--- config.mk ---
export PLATFORM = sky130hd
export DESIGN_NAME = ms_shutter_seq
export DESIGN_NICKNAME = d
export VERILOG_FILES = /design/src/rtl/ms_shutter_pkg.sv /design/src/rtl/ms_min_interval.sv /design/src/rtl/ms_cfg_check.sv /design/src/rtl/ms_interval_cnt.sv /design/src/rtl/ms_shutter_seq.sv
export SDC_FILE = /design/constraint.sdc
export NUM_CORES = 1
export LEC_CHECK = 0
export CAP_MARGIN = 20
export CORE_ASPECT_RATIO = 1.4
export CORE_MARGIN = 2
export CORE_UTILIZATION = 50
export DETAILED_ROUTE_END_ITERATION = 12
export DONT_BUFFER_PORTS = 1
export GPL_ROUTABILITY_DRIVEN = 0
export PLACE_DENSITY = 0.68
export SETUP_SLACK_MARGIN = 0.02
export SYNTH_ARGS = -nofsm -noshare
export SYNTH_HDL_FRONTEND = slang
export SYNTH_HIERARCHICAL = 1
export SYNTH_SLANG_ARGS = --single-unit
--- constraint.sdc ---
create_clock -name clk -period 6.6 [get_ports clk]
set_clock_uncertainty 0.1 [all_clocks]
set_input_delay 0 -clock clk [delete_from_list [all_inputs] [get_ports clk]]
set_output_delay 0 -clock clk [all_outputs]
set_load 0.01 [all_outputs]
--- src/rtl/ms_shutter_pkg.sv ---
package ms_shutter_pkg;

  typedef enum logic [1:0] {
    SEQ_IDLE = 2'd0,
    SEQ_RUN  = 2'd1,
    SEQ_FIN  = 2'd2
  } seq_state_t;

endpackage

--- src/rtl/ms_min_interval.sv ---
// Shortest legal slope: upload time for the selected interface,
// guard time scaled by granularity, plus the one cycle between a
// start pulse and its write request.
module ms_min_interval #(
  parameter int LW          = 16,
  parameter int UPL_PAR     = 40,
  parameter int UPL_SER     = 320,
  parameter int GRAN_BASE   = 32,
  parameter int STABLE_MULT = 5
) (
  input  logic [1:0]    gran_i,
  input  logic          serial_i,
  output logic [LW-1:0] min_o
);

  localparam logic [LW-1:0] UP_P  = LW'(UPL_PAR);
  localparam logic [LW-1:0] UP_S  = LW'(UPL_SER);
  localparam logic [LW-1:0] BASE  = LW'(GRAN_BASE);
  localparam logic [LW-1:0] MULT  = LW'(STABLE_MULT);

  logic [LW-1:0] n_gran;
  logic [LW-1:0] t_stable;
  logic [LW-1:0] t_upload;

  always_comb begin
    n_gran   = BASE << gran_i;
    t_stable = n_gran * MULT;
    t_upload = serial_i ? UP_S : UP_P;
    min_o    = t_upload + t_stable + LW'(1);
  end

endmodule

--- src/rtl/ms_cfg_check.sv ---
// Checks every used slope against the minimum length.
module ms_cfg_check #(
  parameter int NSLOPE = 4,
  parameter int LW     = 16,
  localparam int SW    = $clog2(NSLOPE)
) (
  input  logic [NSLOPE*LW-1:0] len_i,
  input  logic [SW-1:0]        last_i,
  input  logic [LW-1:0]        min_i,
  output logic                 ok_o
);

  logic [NSLOPE-1:0] short_used;

  for (genvar k = 0; k < NSLOPE; k++) begin : g_slope
    logic [LW-1:0] len_k;
    assign len_k         = len_i[k*LW +: LW];
    assign short_used[k] = (SW'(k) <= last_i) && (len_k < min_i);
  end

  assign ok_o = ~|short_used;

endmodule

--- src/rtl/ms_interval_cnt.sv ---
// Down counter that times one slope.
module ms_interval_cnt #(
  parameter int LW = 16
) (
  input  logic          clk,
  input  logic          rst,
  input  logic          load_i,
  input  logic [LW-1:0] load_val_i,
  output logic          zero_o
);

  logic [LW-1:0] cnt;

  always_ff @(posedge clk) begin
    if (rst) begin
      cnt <= '0;
    end else if (load_i) begin
      cnt <= load_val_i;
    end else if (cnt != '0) begin
      cnt <= cnt - LW'(1);
    end
  end

  assign zero_o = (cnt == '0);

  // an idle counter stays at zero and does not wrap
  p_cnt_hold_r2: assert property (@(posedge clk) disable iff (rst)
    (!load_i && zero_o) |=> zero_o);

endmodule

--- src/rtl/ms_shutter_seq.sv ---
module ms_shutter_seq
  import ms_shutter_pkg::*;
#(
  parameter int NSLOPE    = 4,
  parameter int LW        = 16,
  parameter int AW        = 8,
  parameter int DW        = 8,
  parameter int KNEE_ADDR = 8'h42,
  parameter int UPL_PAR   = 40,
  parameter int UPL_SER   = 320,
  localparam int SW       = $clog2(NSLOPE)
) (
  input  logic                 clk,
  input  logic                 rst,
  input  logic                 trig_i,
  input  logic [SW-1:0]        slope_cnt_i,
  input  logic [NSLOPE*LW-1:0] slope_len_i,
  input  logic [1:0]           gran_i,
  input  logic                 serial_mode_i,
  output logic                 start_o,
  output logic                 stop_o,
  output logic                 wr_req_o,
  output logic [AW-1:0]        wr_addr_o,
  output logic [DW-1:0]        wr_data_o,
  output logic                 busy_o,
  output logic                 cfg_err_o
);

  seq_state_t     state;
  logic [LW-1:0]  len_arr [NSLOPE];
  logic [LW-1:0]  lat     [NSLOPE];
  logic [SW-1:0]  idx;
  logic [SW-1:0]  last;
  logic [SW-1:0]  nxt_idx;
  logic           wr_pend;
  logic [LW-1:0]  min_len;
  logic           cfg_ok;
  logic           cnt_load;
  logic [LW-1:0]  cnt_val;
  logic           cnt_zero;
  logic           accept;
  logic           advance;
  logic           knee_en;
  logic [SW-1:0]  knee_code;

  always_comb begin
    for (int k = 0; k < NSLOPE; k++) begin
      len_arr[k] = slope_len_i[k*LW +: LW];
    end
  end

  ms_min_interval #(
    .LW      (LW),
    .UPL_PAR (UPL_PAR),
    .UPL_SER (UPL_SER)
  ) u_min (
    .gran_i   (gran_i),
    .serial_i (serial_mode_i),
    .min_o    (min_len)
  );

  ms_cfg_check #(
    .NSLOPE (NSLOPE),
    .LW     (LW)
  ) u_chk (
    .len_i  (slope_len_i),
    .last_i (slope_cnt_i),
    .min_i  (min_len),
    .ok_o   (cfg_ok)
  );

  assign nxt_idx   = idx + SW'(1);
  assign accept    = (state == SEQ_IDLE) && trig_i && cfg_ok;
  assign advance   = (state == SEQ_RUN) && cnt_zero && (idx != last);
  assign cnt_load  = accept || advance;
  assign cnt_val   = accept ? (len_arr[0] - LW'(1)) : (lat[nxt_idx] - LW'(1));
  assign knee_en   = (idx != last);
  assign knee_code = knee_en ? nxt_idx : '0;

  ms_interval_cnt #(
    .LW (LW)
  ) u_cnt (
    .clk        (clk),
    .rst        (rst),
    .load_i     (cnt_load),
    .load_val_i (cnt_val),
    .zero_o     (cnt_zero)
  );

  always_ff @(posedge clk) begin
    if (rst) begin
      state     <= SEQ_IDLE;
      idx       <= '0;
      last      <= '0;
      wr_pend   <= 1'b0;
      start_o   <= 1'b0;
      stop_o    <= 1'b0;
      wr_req_o  <= 1'b0;
      wr_addr_o <= '0;
      wr_data_o <= '0;
      busy_o    <= 1'b0;
      cfg_err_o <= 1'b0;
      for (int k = 0; k < NSLOPE; k++) lat[k] <= '0;
    end else begin
      start_o   <= 1'b0;
      stop_o    <= 1'b0;
      wr_req_o  <= 1'b0;
      cfg_err_o <= 1'b0;
      case (state)
        SEQ_IDLE: begin
          if (trig_i) begin
            if (cfg_ok) begin
              start_o <= 1'b1;
              busy_o  <= 1'b1;
              lat     <= len_arr;
              last    <= slope_cnt_i;
              idx     <= '0;
              wr_pend <= (slope_cnt_i != '0);
              state   <= SEQ_RUN;
            end else begin
              cfg_err_o <= 1'b1;
            end
          end
        end
        SEQ_RUN: begin
          if (wr_pend) begin
            wr_req_o  <= 1'b1;
            wr_addr_o <= AW'(KNEE_ADDR);
            wr_data_o <= {{(DW-SW-1){1'b0}}, knee_en, knee_code};
            wr_pend   <= 1'b0;
          end
          if (cnt_zero) begin
            if (idx == last) begin
              stop_o <= 1'b1;
              state  <= SEQ_FIN;
            end else begin
              start_o <= 1'b1;
              idx     <= nxt_idx;
              wr_pend <= 1'b1;
            end
          end
        end
        SEQ_FIN: begin
          busy_o <= 1'b0;
          state  <= SEQ_IDLE;
        end
        default: state <= SEQ_IDLE;
      endcase
    end
  end

  // shutter pulses are single-cycle and mutually exclusive
  p_pulse_excl_r3: assert property (@(posedge clk) disable iff (rst)
    !(start_o && stop_o));
  p_start_single_r3: assert property (@(posedge clk) disable iff (rst)
    start_o |=> !start_o);
  p_stop_single_r3: assert property (@(posedge clk) disable iff (rst)
    stop_o |=> !stop_o);
  // an exposure opens with a start pulse
  p_start_on_rise_r1: assert property (@(posedge clk) disable iff (rst)
    $rose(busy_o) |-> start_o);
  // writes only happen inside an exposure
  p_wr_in_busy_r4: assert property (@(posedge clk) disable iff (rst)
    wr_req_o |-> busy_o);
  // a write never coincides with the stop pulse
  p_wr_not_stop_r5: assert property (@(posedge clk) disable iff (rst)
    wr_req_o |-> !stop_o);
  // a single-slope exposure requests no writes
  p_single_no_wr_r6: assert property (@(posedge clk) disable iff (rst)
    (state == SEQ_RUN && last == '0) |-> !wr_req_o);
  // a refused trigger starts nothing
  p_err_idle_r8: assert property (@(posedge clk) disable iff (rst)
    cfg_err_o |-> (!busy_o && !start_o));
  // busy ends one cycle after stop
  p_busy_fall_r9: assert property (@(posedge clk) disable iff (rst)
    stop_o |=> !busy_o);

endmodule

== After elaboration in Yosys (flattened, before gate mapping) ==
Cells that the tools add are included.
W data, S select, Z words.

* Register bits: 96
* Input port bits: 72
* Output and inout port bits: 21

* Add/sub/neg operators: 6
* $mul: 1
* $lt $le $gt $ge: 9
* Equal/unequal tests: 9
* Shifts and indexed selects: 1
* Muxes and demuxes: 32
* Bitwise operators: 6
* Reduce and logical (&&, ||, !) cells: 27

{| class="wikitable"
|+ Operators by type and width
! cell !! count
|-
| $mux W16 || 5
|-
| $lt A16 B16 Y1 || 4
|-
| $sub A16 B1 Y16 const B || 3
|-
| $bmux W16 S2 || 1
|-
| $mux W2 || 9
|-
| $add A16 B1 Y16 const B || 1
|-
| $add A16 B16 Y16 || 1
|-
| $logic_not A16 Y1 || 1
|-
| $mul A16 B3 Y16 const B || 1
|-
| $reduce_bool A16 Y1 || 1
|-
| $shl A6 B2 Y16 const A || 1
|-
| $mux W1 || 11
|-
| $mux W9 || 1
|-
| $reduce_and A3 Y1 || 3
|-
| $logic_and A1 B1 Y1 || 8
|-
| $ne A2 B2 Y1 const B || 4
|-
| $pmux W2 S2 || 2
|-
| $reduce_bool A2 Y1 || 4
|-
| $pmux W1 S2 || 3
|-
| $reduce_or A3 Y1 || 2
|-
| $not A1 Y1 || 5
|-
| $reduce_and A5 Y1 || 1
|-
| $le A1 B2 Y1 const A || 2
|-
| $le A2 B2 Y1 const A || 2
|-
| other kinds (15) || 15
|}

== Longest topological paths before layout ==
Gate-level depths: netlist (run 1).

* Depth in word-level cells: 11
* Gate-level depth with buffers: 29
* Gate-level depth less buffers: 27

== Hierarchy ==
The synthesis (run 1) kept the hierarchy.

{| class="wikitable"
|+ By module, submodules not included
! module !! instances !! cells each !! area each (um2) !! sequential area each (um2)
|-
| ms_shutter_seq || 1 || 486 || 4106.4 || 1601.5
|-
| ms_cfg_check || 1 || 166 || 1341.3 || 0.0
|-
| ms_interval_cnt || 1 || 116 || 964.7 || 320.3
|-
| ms_min_interval || 1 || 32 || 246.5 || 0.0
|}

== Least setup slack after synthesis (run 1) ==
No wires, ideal clock.

* Path type: input port to flip-flop
* Start: input port gran_i[0]
* End: register u_cnt.cnt[14]
* Setup time: 117 ps
* Arrival: 5044 ps
* Slack: 1340 ps
* Stages: 28
* Buffers on the path: 3
* Cell sequence: inv_1 nor2_1 ha_1 ha_1 fa_1 nand3b_1 mux2i_1 a21oi_1 inv_1 ha_1 nand4_1 nor2_1 o21ai_0 a311oi_1 a2111oi_1 a2111oi_2 nand4bb_4 clkbuf_8 clkbuf_8 clkbuf_8 a21boi_0 ha_1 nand2_2 nor4_2 nand2_1 xor2_1 a221oi_1 and4b_1

* Cells in the longest elaborated chain, start to end: 11
* Elaborated cells on any way between the ends: 19

{| class="wikitable"
|+ RTL lines
! item !! RTL line !! RTL
|-
| from (decl) || ms_shutter_seq.sv:18 || <nowiki>input logic [1:0] gran_i,</nowiki>
|-
| $shl A6 B2 Y16 * || ms_min_interval.sv:26 || <nowiki>n_gran = BASE << gran_i;</nowiki>
|-
| $mul A16 B3 Y16 * || ms_min_interval.sv:27 || <nowiki>t_stable = n_gran * MULT;</nowiki>
|-
| $add A16 B16 Y16 * || ms_min_interval.sv:29 || <nowiki>min_o = t_upload + t_stable + LW'(1);</nowiki>
|-
| $add A16 B1 Y16 * || ms_min_interval.sv:29 ||
|-
| via min_len[10] || ms_shutter_seq.sv:36 || <nowiki>logic [LW-1:0] min_len;</nowiki>
|-
| $lt A16 B16 Y1 || ms_cfg_check.sv:18 || <nowiki>assign short_used[k] = (SW'(k) <= last_i) && (len_k < min_i);</nowiki>
|-
| $logic_and A1 B1 Y1 || ms_cfg_check.sv:18 ||
|-
| $reduce_or A4 Y1 * || ms_cfg_check.sv:21 || <nowiki>assign ok_o = ~|short_used;</nowiki>
|-
| $logic_not A1 Y1 * || ms_cfg_check.sv:21 ||
|-
| via cfg_ok || ms_shutter_seq.sv:37 || <nowiki>logic cfg_ok;</nowiki>
|-
| $logic_and A1 B1 Y1 * || ms_shutter_seq.sv:73 || <nowiki>assign accept = (state == SEQ_IDLE) && trig_i && cfg_ok;</nowiki>
|-
| $mux W16 * || ms_shutter_seq.sv:76 || <nowiki>assign cnt_val = accept ? (len_arr[0] - LW'(1)) : (lat[nxt_idx] - LW'(1));</nowiki>
|-
| via cnt_val[14] || ms_shutter_seq.sv:39 || <nowiki>logic [LW-1:0] cnt_val;</nowiki>
|-
| $mux W16 * || ms_interval_cnt.sv:17 || <nowiki>end else if (load_i) begin</nowiki>
|-
| to (signal assigned) || ms_interval_cnt.sv:18 || <nowiki>cnt <= load_val_i;</nowiki>
|-
| to (signal assigned) || ms_interval_cnt.sv:20 || <nowiki>cnt <= cnt - LW'(1);</nowiki>
|-
| to (decl) || ms_interval_cnt.sv:12 || <nowiki>logic [LW-1:0] cnt;</nowiki>
|}

The timed path passes the listed nets; every way through them passes the cells marked *.
A chain may end at the register's enable or synchronous reset.

== Worst setup path in the final report (run 1) ==
* Start: input port gran_i[0]
* End: register u_cnt.cnt[13]

* Cells in the longest elaborated chain, start to end: 11
* Elaborated cells on any way between the ends: 19

{| class="wikitable"
|+ RTL lines
! item !! RTL line !! RTL
|-
| $shl A6 B2 Y16 * || ms_min_interval.sv:26 ||
|-
| $mul A16 B3 Y16 * || ms_min_interval.sv:27 ||
|-
| $add A16 B16 Y16 * || ms_min_interval.sv:29 ||
|-
| $add A16 B1 Y16 * || ms_min_interval.sv:29 ||
|-
| via min_len[10] || ms_shutter_seq.sv:36 ||
|-
| $lt A16 B16 Y1 || ms_cfg_check.sv:18 ||
|-
| $logic_and A1 B1 Y1 || ms_cfg_check.sv:18 ||
|-
| $reduce_or A4 Y1 * || ms_cfg_check.sv:21 ||
|-
| $logic_not A1 Y1 * || ms_cfg_check.sv:21 ||
|-
| via cfg_ok || ms_shutter_seq.sv:37 ||
|-
| $logic_and A1 B1 Y1 * || ms_shutter_seq.sv:73 ||
|-
| $logic_or A1 B1 Y1 * || ms_shutter_seq.sv:75 || <nowiki>assign cnt_load = accept || advance;</nowiki>
|-
| via cnt_load || ms_shutter_seq.sv:38 || <nowiki>logic cnt_load;</nowiki>
|-
| $mux W16 or $reduce_bool A2 Y1 (tied branches) || n/a ||
|}

Marked as above.

==> results of run 1 <==
## final cells by class
cell class / count / area, sq um
clock buffers: 10 / 229.0
inverters: 26 / 97.59
multi-input cells: 635 / 4318
flip-flops and latches: 96 / 1922
clock inverters: 6 / 67.56
well taps: 178 / 222.7
repair buffers: 80 / 800.8
fillers: 1148 / 5279
## layout by cell type (no fill, tap or decap), types with 4 or more instances in the layout
master,count
a21boi_0,12
o21ai_1,6
nand4_1,9
xnor2_1,20
buf_4,7
a31oi_1,6
o21ai_0,19
mux2i_1,4
nor2_1,43
a21o_1,6
dfxtp_1,96
nand2_1,165
xor2_1,8
ha_1,68
nor3_1,25
a21oi_1,102
clkbuf_16,9
inv_1,26
conb_1,19
dlygate4sd3_1,72
nand3_1,8
mux4_2,17
nor2b_1,9
nor4_1,7
nand2b_1,4
## what timing repair did
action / in CTS / in global routing
setup buffers: 0 / 0
hold buffers: 73 / 0
endpoints found under the hold margin: 94 / 0
## worst max-delay path, stage by stage
cell       delay [ns]
inv_1            0.12
nor2_1           0.07
ha_1             0.30
ha_1             0.24
fa_1             0.39
nand3b_1         0.13
mux2i_1          0.10
a21oi_1          0.13
inv_1            0.12
ha_1             0.31
nand2_1          0.05
o21ai_1          0.18
a2111oi_0        0.11
o21ai_1          0.14
a21oi_1          0.12
a2111oi_2        0.83
nand4bb_4        0.47
buf_4            0.44
and2_1           0.23
inv_1            0.06
buf_4            0.19
nor2b_1          0.71
nand2_1          0.15
a31o_2           0.27
nor3_1           0.13
## state kept, by name, indices dropped and copies added, names as in the netlist
name	cells
busy_o	1
wr_addr_o	1
wr_pend	1
wr_req_o	1
start_o	1
cfg_err_o	1
u_cnt/cnt	16
stop_o	1
lat	64
state	2
wr_data_o	3
idx	2
last	2
## path summary, 6_finish.rpt
kind	to	slack, ns	depth (start not counted)
max	u_cnt/cnt[13]	0.74	25
min	lat[39]	0.10	3
max reg2reg	u_cnt/cnt[13]	2.25	13
min reg2reg	lat[29]	0.35	2
## cells in the mapped netlist (all sizes together) (3+ instances only)
cell type,instances,area [sq um]
a21o,6,45.04
nor3,25,125.1
conb,3,11.26
nor2b,9,56.30
mux4,17,382.9
nand3,8,40.04
inv,26,97.59
nand2b,4,25.02
nand2,166,625.6
xor2,8,70.07
nor4,11,111.4
or4,4,40.04
a31oi,9,92.59
buf,30,222.7
and4b,3,30.03
ha,68,850.8
o311ai,4,35.04
dfxtp,96,1922
o31ai,3,22.52
clkbuf,29,158.9
or3b,5,43.80
o21ai,26,141.4
a211o,5,47.55
mux2i,5,62.56
nand4,9,56.30
a2111oi,4,42.54
nor2,43,161.4
or3,4,26.28
nand3b,3,22.52
a21oi,102,510.5
a21boi,12,90.09
xnor2,20,175.2
## power breakdown
| part | switching (uW) | internal [uW] | leakage [uW] |
|---|---|---|---|
| clock network | 231 | 296 | 0.000139 |
| registers | 51.8 | 631 | 0.000779 |
| logic | 333 | 270 | 0.00195 |
| total | 616 | 1200 | 0.00286 |
## cells by family (layout without fill, tap and decap cells)
family	after synthesis	in the layout
AND/OR/NAND/NOR	306	306
AO/OA/AOI/OAI	189	189
flip-flops	96	96
buffers and inverters	85	122
adder cells (fa/ha/maj)	69	69
XOR/XNOR	28	28
multiplexers	24	24
other	3	19
## routing by layer
metal	vias to the layer above	global-route usage [%]	routed length, um
met4	0	10.74	625
met3	39	5.140	1102
met5	-	0	0
met2	204	41.90	8650
met1	2785	31.25	7352
li1	2909	-	-
## through the flow
step / hold slack, ns / std cells / util (%) / power (uW) / setup WS [ns]
finish: 0.1006 / 1031 / 59.19 / 1813 / 0.7381
global route: 0.1344 / 1031 / 59.19 / 1918 / 0.2466
CTS: 0.09077 / 1031 / 59.19 / 1810 / 0.8787
detailed placement: -0.01158 / 942 / 51.12 / 1237 / 0.5508
global placement: -0.01148 / 942 / 51.12 / 1217 / 0.8749
floorplan: 0.03291 / 816 / - / 1153 / 1.340
==> results_tabular.tex, run 1 <==
\begin{tabular}{lr}
\hline
Metric & Value \\
\hline
\multicolumn{2}{l}{\textbf{Status}} \\
Status & completed \\
\multicolumn{2}{l}{\textbf{Global route}} \\
Initial antenna violation count & 0 \\
Number of global-route vias before repair & 5995 \\
Global-route wire length before repair & about 29 mm \\
Grt ovf & 0 \\
GRT Util Overall & 25.21\% \\
Largest net degree at the start of global routing & 92 \\
\multicolumn{2}{l}{\textbf{Setup path}} \\
Setup crit start kind & input pin \\
Beginning of the worst register-to-register path & u\_cnt/cnt[0] \\
Kind of capture point of the worst setup path & flip-flop \\
Beginning of the critical path & gran\_i[0] \\
Kind of critical path & in -> reg \\
Worst endpoint data arrival time & 6.02 ns \\
Worst-path fanout max & 44 \\
Data required, critical path & about 6.8 ns \\
\multicolumn{2}{l}{\textbf{Clock network}} \\
Deepest level of the CTS H-tree & 3 \\
Cell at the root of the clock tree & clkbuf\_16 \\
Post\_cts resized & 0 \\
Clock tree from TritonCTS & built \\
Clock slew seen by the registers of the worst setup and hold paths & 0.07 ns \\
Clk\_lat worst skew & 0.34 ns \\
CTS Sinks & 96 \\
Maximum clock insertion buffer count & 2 \\
Inserted Clock Buffers & 9 \\
\multicolumn{2}{l}{\textbf{STA}} \\
Post-Route Setup TNS & 0 ns \\
Transition time at the pin with the least slew margin & 0.9496 ns \\
Number of setup violations in the final report & 0 \\
Unrepaired setup endpoints after global routing & false \\
Timing-limited maximum frequency & 170.6 MHz \\
Final-report hold violation count & 0 \\
Period utilization & 88.82\% \\
Worst-case headroom to the max-slew limit & 36.11\% \\
Min cycle time layout & 5.862 ns \\
Fin. max-slew vios & 0 \\
\multicolumn{2}{l}{\textbf{Synth}} \\
Adder-Cell Fraction of Synth Area & 13.08\% \\
Count of flip-flops with a built-in enable after synthesis & 0 \\
Share of the synthesized area in compound gates (AO/OA/AOI/OAI) & 17.64\% \\
Main combinational cell family by area after synthesis & simple AND/OR/NAND/NOR gates \\
Basic-gate share of the synthesized area counting and, or, nand and nor cells & between 20\% and 30\% \\
Number of register bits inferred by synthesis & 96 \\
Number of distinct library cells after synthesis & 77 \\
Post-synthesis cell count & 800 \\
Fraction of synthesized area in multiplexers & 7.027\% \\
Area share of xor/xnor cells in the synthesized design & $\sim$3.7\% \\
Sequential element share of the synthesized area & 28.86\% \\
Predominant post-synthesis flop cell & dfxtp\_1 \\
FFs w/ async S/R, synth & 0\% \\
YS warnings & 6 \\
Average footprint of a synthesized cell & 8.324 sq um \\
Mapped cell area & between 6000 and 7000 sq um \\
\multicolumn{2}{l}{\textbf{Power}} \\
Leakage power & approximately 0.0029 uW \\
PD cells & roughly 240 nW/um\^{}2 \\
IR Drop Worst-Case VDD & 0.0001095 V \\
\multicolumn{2}{l}{\textbf{Floorplanning}} \\
Die area & 14270 sq um \\
Vert. Die Dim & 140.5 um \\
Io pins & just over 90 \\
Core Region & 12940 sq um \\
Chip Width & 101.5 um \\
Number of rows created at floorplan & 49 \\
Initial cell density of the core & 51.47\% \\
\multicolumn{2}{l}{\textbf{Routing}} \\
DR vias & around 5.9k \\
Count of antenna-violating nets left after detailed routing & 0 \\
First-pass DRT Iterations & 4 \\
Detailed router's first-iteration violation count & 316 \\
Routed len/inst & 17.20 um \\
Total wire length & between 15 and 20 mm \\
Routed vias/inst & approximately 5.8 \\
DRC Markers & 0 \\
\multicolumn{2}{l}{\textbf{Layout}} \\
Final cell area excluding filler cells & 7657 sq um \\
\# nets final & 989 \\
Synth-to-Final Area Change & 14.99\% \\
Count of antenna diodes in the layout & 0 \\
Share of post-route cells with drive strength above 1 & under 10\% \\
\multicolumn{2}{l}{\textbf{Worst hold path}} \\
HP Class & in -> reg \\
Worst hold path startpoint & trig\_i \\
\multicolumn{2}{l}{\textbf{Placement}} \\
Hpwl dp & between 10 and 15 mm \\
Area after detailed placement & 6613 sq um \\
Number of buffers added on ports & 0 \\
\multicolumn{2}{l}{\textbf{Flow run}} \\
Max Cap Viol & 0 \\
\hline
\end{tabular}
No activity file was read; power rests on OpenSTA's default activity.
==> inputs of run 2 (changes only) <==
--- a/config.mk
+++ b/config.mk
@@ -5,6 +5,7 @@
 export SDC_FILE = /design/constraint.sdc
 export NUM_CORES = 1
 export LEC_CHECK = 0
+export ABC_AREA = 1
 export CAP_MARGIN = 20
 export CORE_ASPECT_RATIO = 1.4
 export CORE_MARGIN = 2
==> run 2 against run 1 <==
Core utilization decreased by 1.3 points. Clock-buffer cell count unchanged. Sequential power increased by 3.8%. Combinational power increased by 54%. Clock power decreased by 4.0%. Setup slack improved by 1.2 ns. Synthesized cell count increased by 35%. Hold slack got worse by 0.031 ns. Critical endpoint is now u_cnt/cnt[3]. Final cell count increased by 27%.
==> results_tabular.tex, run 2 <==
\begin{tabular}{lr}
\hline
Metric & Value \\
\hline
\multicolumn{2}{l}{\textbf{Synth}} \\
Predominant post-synthesis flop cell & dfxtp\_1 \\
Number of distinct library cells after synthesis & 46 \\
Count of flip-flops with a built-in enable after synthesis & 0 \\
Synth top cells by count & nand2\_1, nor2\_1, dfxtp\_1 \\
Dominant cell by count in the synthesized netlist & nand2\_1 \\
Mapped cell area & between 7000 and 8000 sq um \\
Sequential element share of the synthesized area & $\sim$27\% \\
FFs w/ async S/R, synth & 0\% \\
Average footprint of a synthesized cell & $\sim$6.5 sq um \\
Area share of the largest cell type after synthesis & around 27\% \\
Number of register bits inferred by synthesis & 96 \\
Cell types with the largest area share after synthesis & dfxtp\_1, nand2\_1, ha\_1 \\
Top cell type by total area after synthesis & dfxtp\_1 \\
Post-synthesis cell count & 1077 \\
YS warnings & 6 \\
\multicolumn{2}{l}{\textbf{Global route}} \\
Grt ovf & 0 \\
Largest net degree at the start of global routing & 80 \\
GRT Util Overall & a little under a quarter \\
Global-route wire length before repair & 29.26 mm \\
Number of global-route vias before repair & 6215 \\
Initial antenna violation count & 0 \\
\multicolumn{2}{l}{\textbf{Layout}} \\
Fin cells & 1314 \\
Most common cell after layout, fill and taps aside & nand2\_1 \\
Register with the highest flop count & lat \\
Biggest regs & lat (64), u\_cnt/cnt (16), wr\_data\_o (3) \\
Count of antenna diodes in the layout & 0 \\
Synth-to-Final Area Change & 13.90\% \\
\# nets final & around 1.3k \\
Final cell area excluding filler cells & $\sim$8000 sq um \\
Number of flip-flops in the largest register & 64 \\
Share of post-route cells with drive strength above 1 & 7.795\% \\
Highest-count cells in the layout ignoring fill and taps & nand2\_1, nor2\_1, dfxtp\_1 \\
\multicolumn{2}{l}{\textbf{STA}} \\
Timing-limited maximum frequency & 215.9 MHz \\
Final worst-path setup slack & about 2.0 ns \\
Fin. max-slew vios & 0 \\
Number of setup violations in the final report & 0 \\
Min cycle time layout & 4.631 ns \\
Unrepaired setup endpoints after global routing & false \\
Final-report hold violation count & 0 \\
Period utilization & 70.17\% \\
Worst-case headroom to the max-slew limit & slightly above 50\% \\
Post-Route Setup TNS & 0 ns \\
Transition time at the pin with the least slew margin & 0.7311 ns \\
\multicolumn{2}{l}{\textbf{Clock network}} \\
Post\_cts resized & 0 \\
Inserted Clock Buffers & 9 \\
Clk\_lat worst skew & 0.34 ns \\
Clock slew seen by the registers of the worst setup and hold paths & approximately 0.070 ns \\
Number of buffers inserted by hold repair at cts & 72 \\
Deepest level of the CTS H-tree & 3 \\
Maximum clock insertion buffer count & 2 \\
CTS Sinks & 96 \\
Cell at the root of the clock tree & clkbuf\_16 \\
Post-CTS setup-driven buffer insertion count & 0 \\
Clock tree from TritonCTS & built \\
\multicolumn{2}{l}{\textbf{Floorplanning}} \\
Core Region & between 10000 and 15000 sq um \\
Vert. Die Dim & 144.1 um \\
Die area & 15000 sq um \\
Chip Width & 104.1 um \\
Number of rows created at floorplan & 51 \\
Io pins & just over 90 \\
Initial cell density of the core & 50.86\% \\
\multicolumn{2}{l}{\textbf{Power}} \\
Leakage power & 0.003832 uW \\
PD cells & around 270 nW/um\^{}2 \\
IR Drop Worst-Case VDD & 0.0001369 V \\
\multicolumn{2}{l}{\textbf{Routing}} \\
Count of antenna-violating nets left after detailed routing & 0 \\
Routed vias/inst & $\sim$5 \\
First-pass DRT Iterations & 5 \\
Total wire length & 17.89 mm \\
DR vias & around 6.7k \\
DRC Markers & 0 \\
Detailed router's first-iteration violation count & $\sim$380 \\
Routed len/inst & 13.61 um \\
\multicolumn{2}{l}{\textbf{Placement}} \\
Setup WS pre-CTS & 2.098 ns \\
Hpwl dp & 12.48 mm \\
Number of buffers added on ports & 0 \\
Area after detailed placement & 6972 sq um \\
Number of instances in the placed design & 1226 \\
\multicolumn{2}{l}{\textbf{Setup path}} \\
Critical Path Stages & 30 \\
Setup crit start kind & input pin \\
Delay-heaviest family, CP & buffers and inverters \\
Data required, critical path & approximately 6.7 ns \\
Number of cell instances on the worst register-to-register path & 15 \\
Worst-path fanout max & 22 \\
Beginning of the critical path & gran\_i[0] \\
Critical path's largest stage delay & 0.55 ns \\
CP max-delay cell & dlygate4sd3\_1 \\
Worst endpoint data arrival time & 4.77 ns \\
Most numerous cell on the critical path & nand2\_1 \\
Beginning of the worst register-to-register path & u\_cnt/cnt[0] \\
Timing endpoint of the critical path & u\_cnt/cnt[3] \\
Crit path buf inv count & 8 \\
Kind of capture point of the worst setup path & flip-flop \\
Kind of critical path & in -> reg \\
Capture instance of the worst register-to-register path & u\_cnt/cnt[3] \\
Setup slack on the worst flop-to-flop path & roughly 2.8 ns \\
\multicolumn{2}{l}{\textbf{Worst hold path}} \\
HP Class & in -> reg \\
\multicolumn{2}{l}{\textbf{Flow run}} \\
Max Cap Viol & 0 \\
\multicolumn{2}{l}{\textbf{Status}} \\
Status & completed \\
\hline
\end{tabular}
[run 2: cell families after synthesis]
kind of cell	synth area share, %
AND/OR/NAND/NOR	37.60
buffers and inverters	9.941
AO/OA/AOI/OAI	10.73
flip-flops	27.41
adder cells (fa/ha/maj)	12.42
XOR/XNOR	1.731
other	0.1606
[run 2: per-stage QoR]
step / util [%] / total power, uW / hold WS, ns
2_1_floorplan: - / 1457 / -0.03093
3_3_place_gp: 50.58 / 1590 / -0.02420
3_5_place_dp: 50.58 / 1600 / -0.02172
4_1_cts: 57.93 / 2149 / 0.08213
5_1_grt: 57.93 / 2314 / 0.1245
6_report: 57.93 / 2145 / 0.06923
[run 2: metal layers]
layer	vias to the layer above	share of wire, %	global-route usage [%]
met5	-	0	0
met4	0	4.2	11.52
met3	56	4.8	4.101
met2	152	49	43.07
met1	3003	42	27.42
li1	3455	-	-
[run 2: final cells by class]
type                            count  area, sq um
Timing Repair Buffer               76        760.7
Clock inverter                      6        43.79
Fill cell                        1358         5798
Tap cell                          185        231.5
Clock buffer                       10        239.0
Sequential cell                    96         1922
Multi-Input combinational cell    852         4452
Inverter                           89        336.6
[run 2: how the worst min path moves through the flow]
stage | start | endpoint | slack (ns) | cells after the start
6_report | slope_cnt_i[1] | cfg_err_o | 0.07 | 6
3_5_place_dp | rst | u_cnt/cnt[6] | -0.02 | 1
5_1_grt | slope_cnt_i[1] | cfg_err_o | 0.12 | 6
3_3_place_gp | rst | u_cnt/cnt[10] | -0.02 | 1
2_1_floorplan | rst | u_cnt/cnt[0] | -0.03 | 1
4_1_cts | slope_cnt_i[1] | cfg_err_o | 0.08 | 6
[run 2: where the power goes]
| part | internal [uW] | switching [uW] | total, uW |
|---|---|---|---|
| logic | 349 | 580 | 930 |
| registers | 651 | 58.0 | 709 |
| clock network | 267 | 239 | 506 |
[run 2: worst register-to-register path: cells and delay by family (launching register included)]
| kind | cells | cell delay, ns |
|---|---|---|
| adders and majority gates | 1 | 0.25 |
| buffers and inverters | 6 | 1.70 |
| DFF | 1 | 0.39 |
| and+or+nand+nor | 8 | 1.22 |
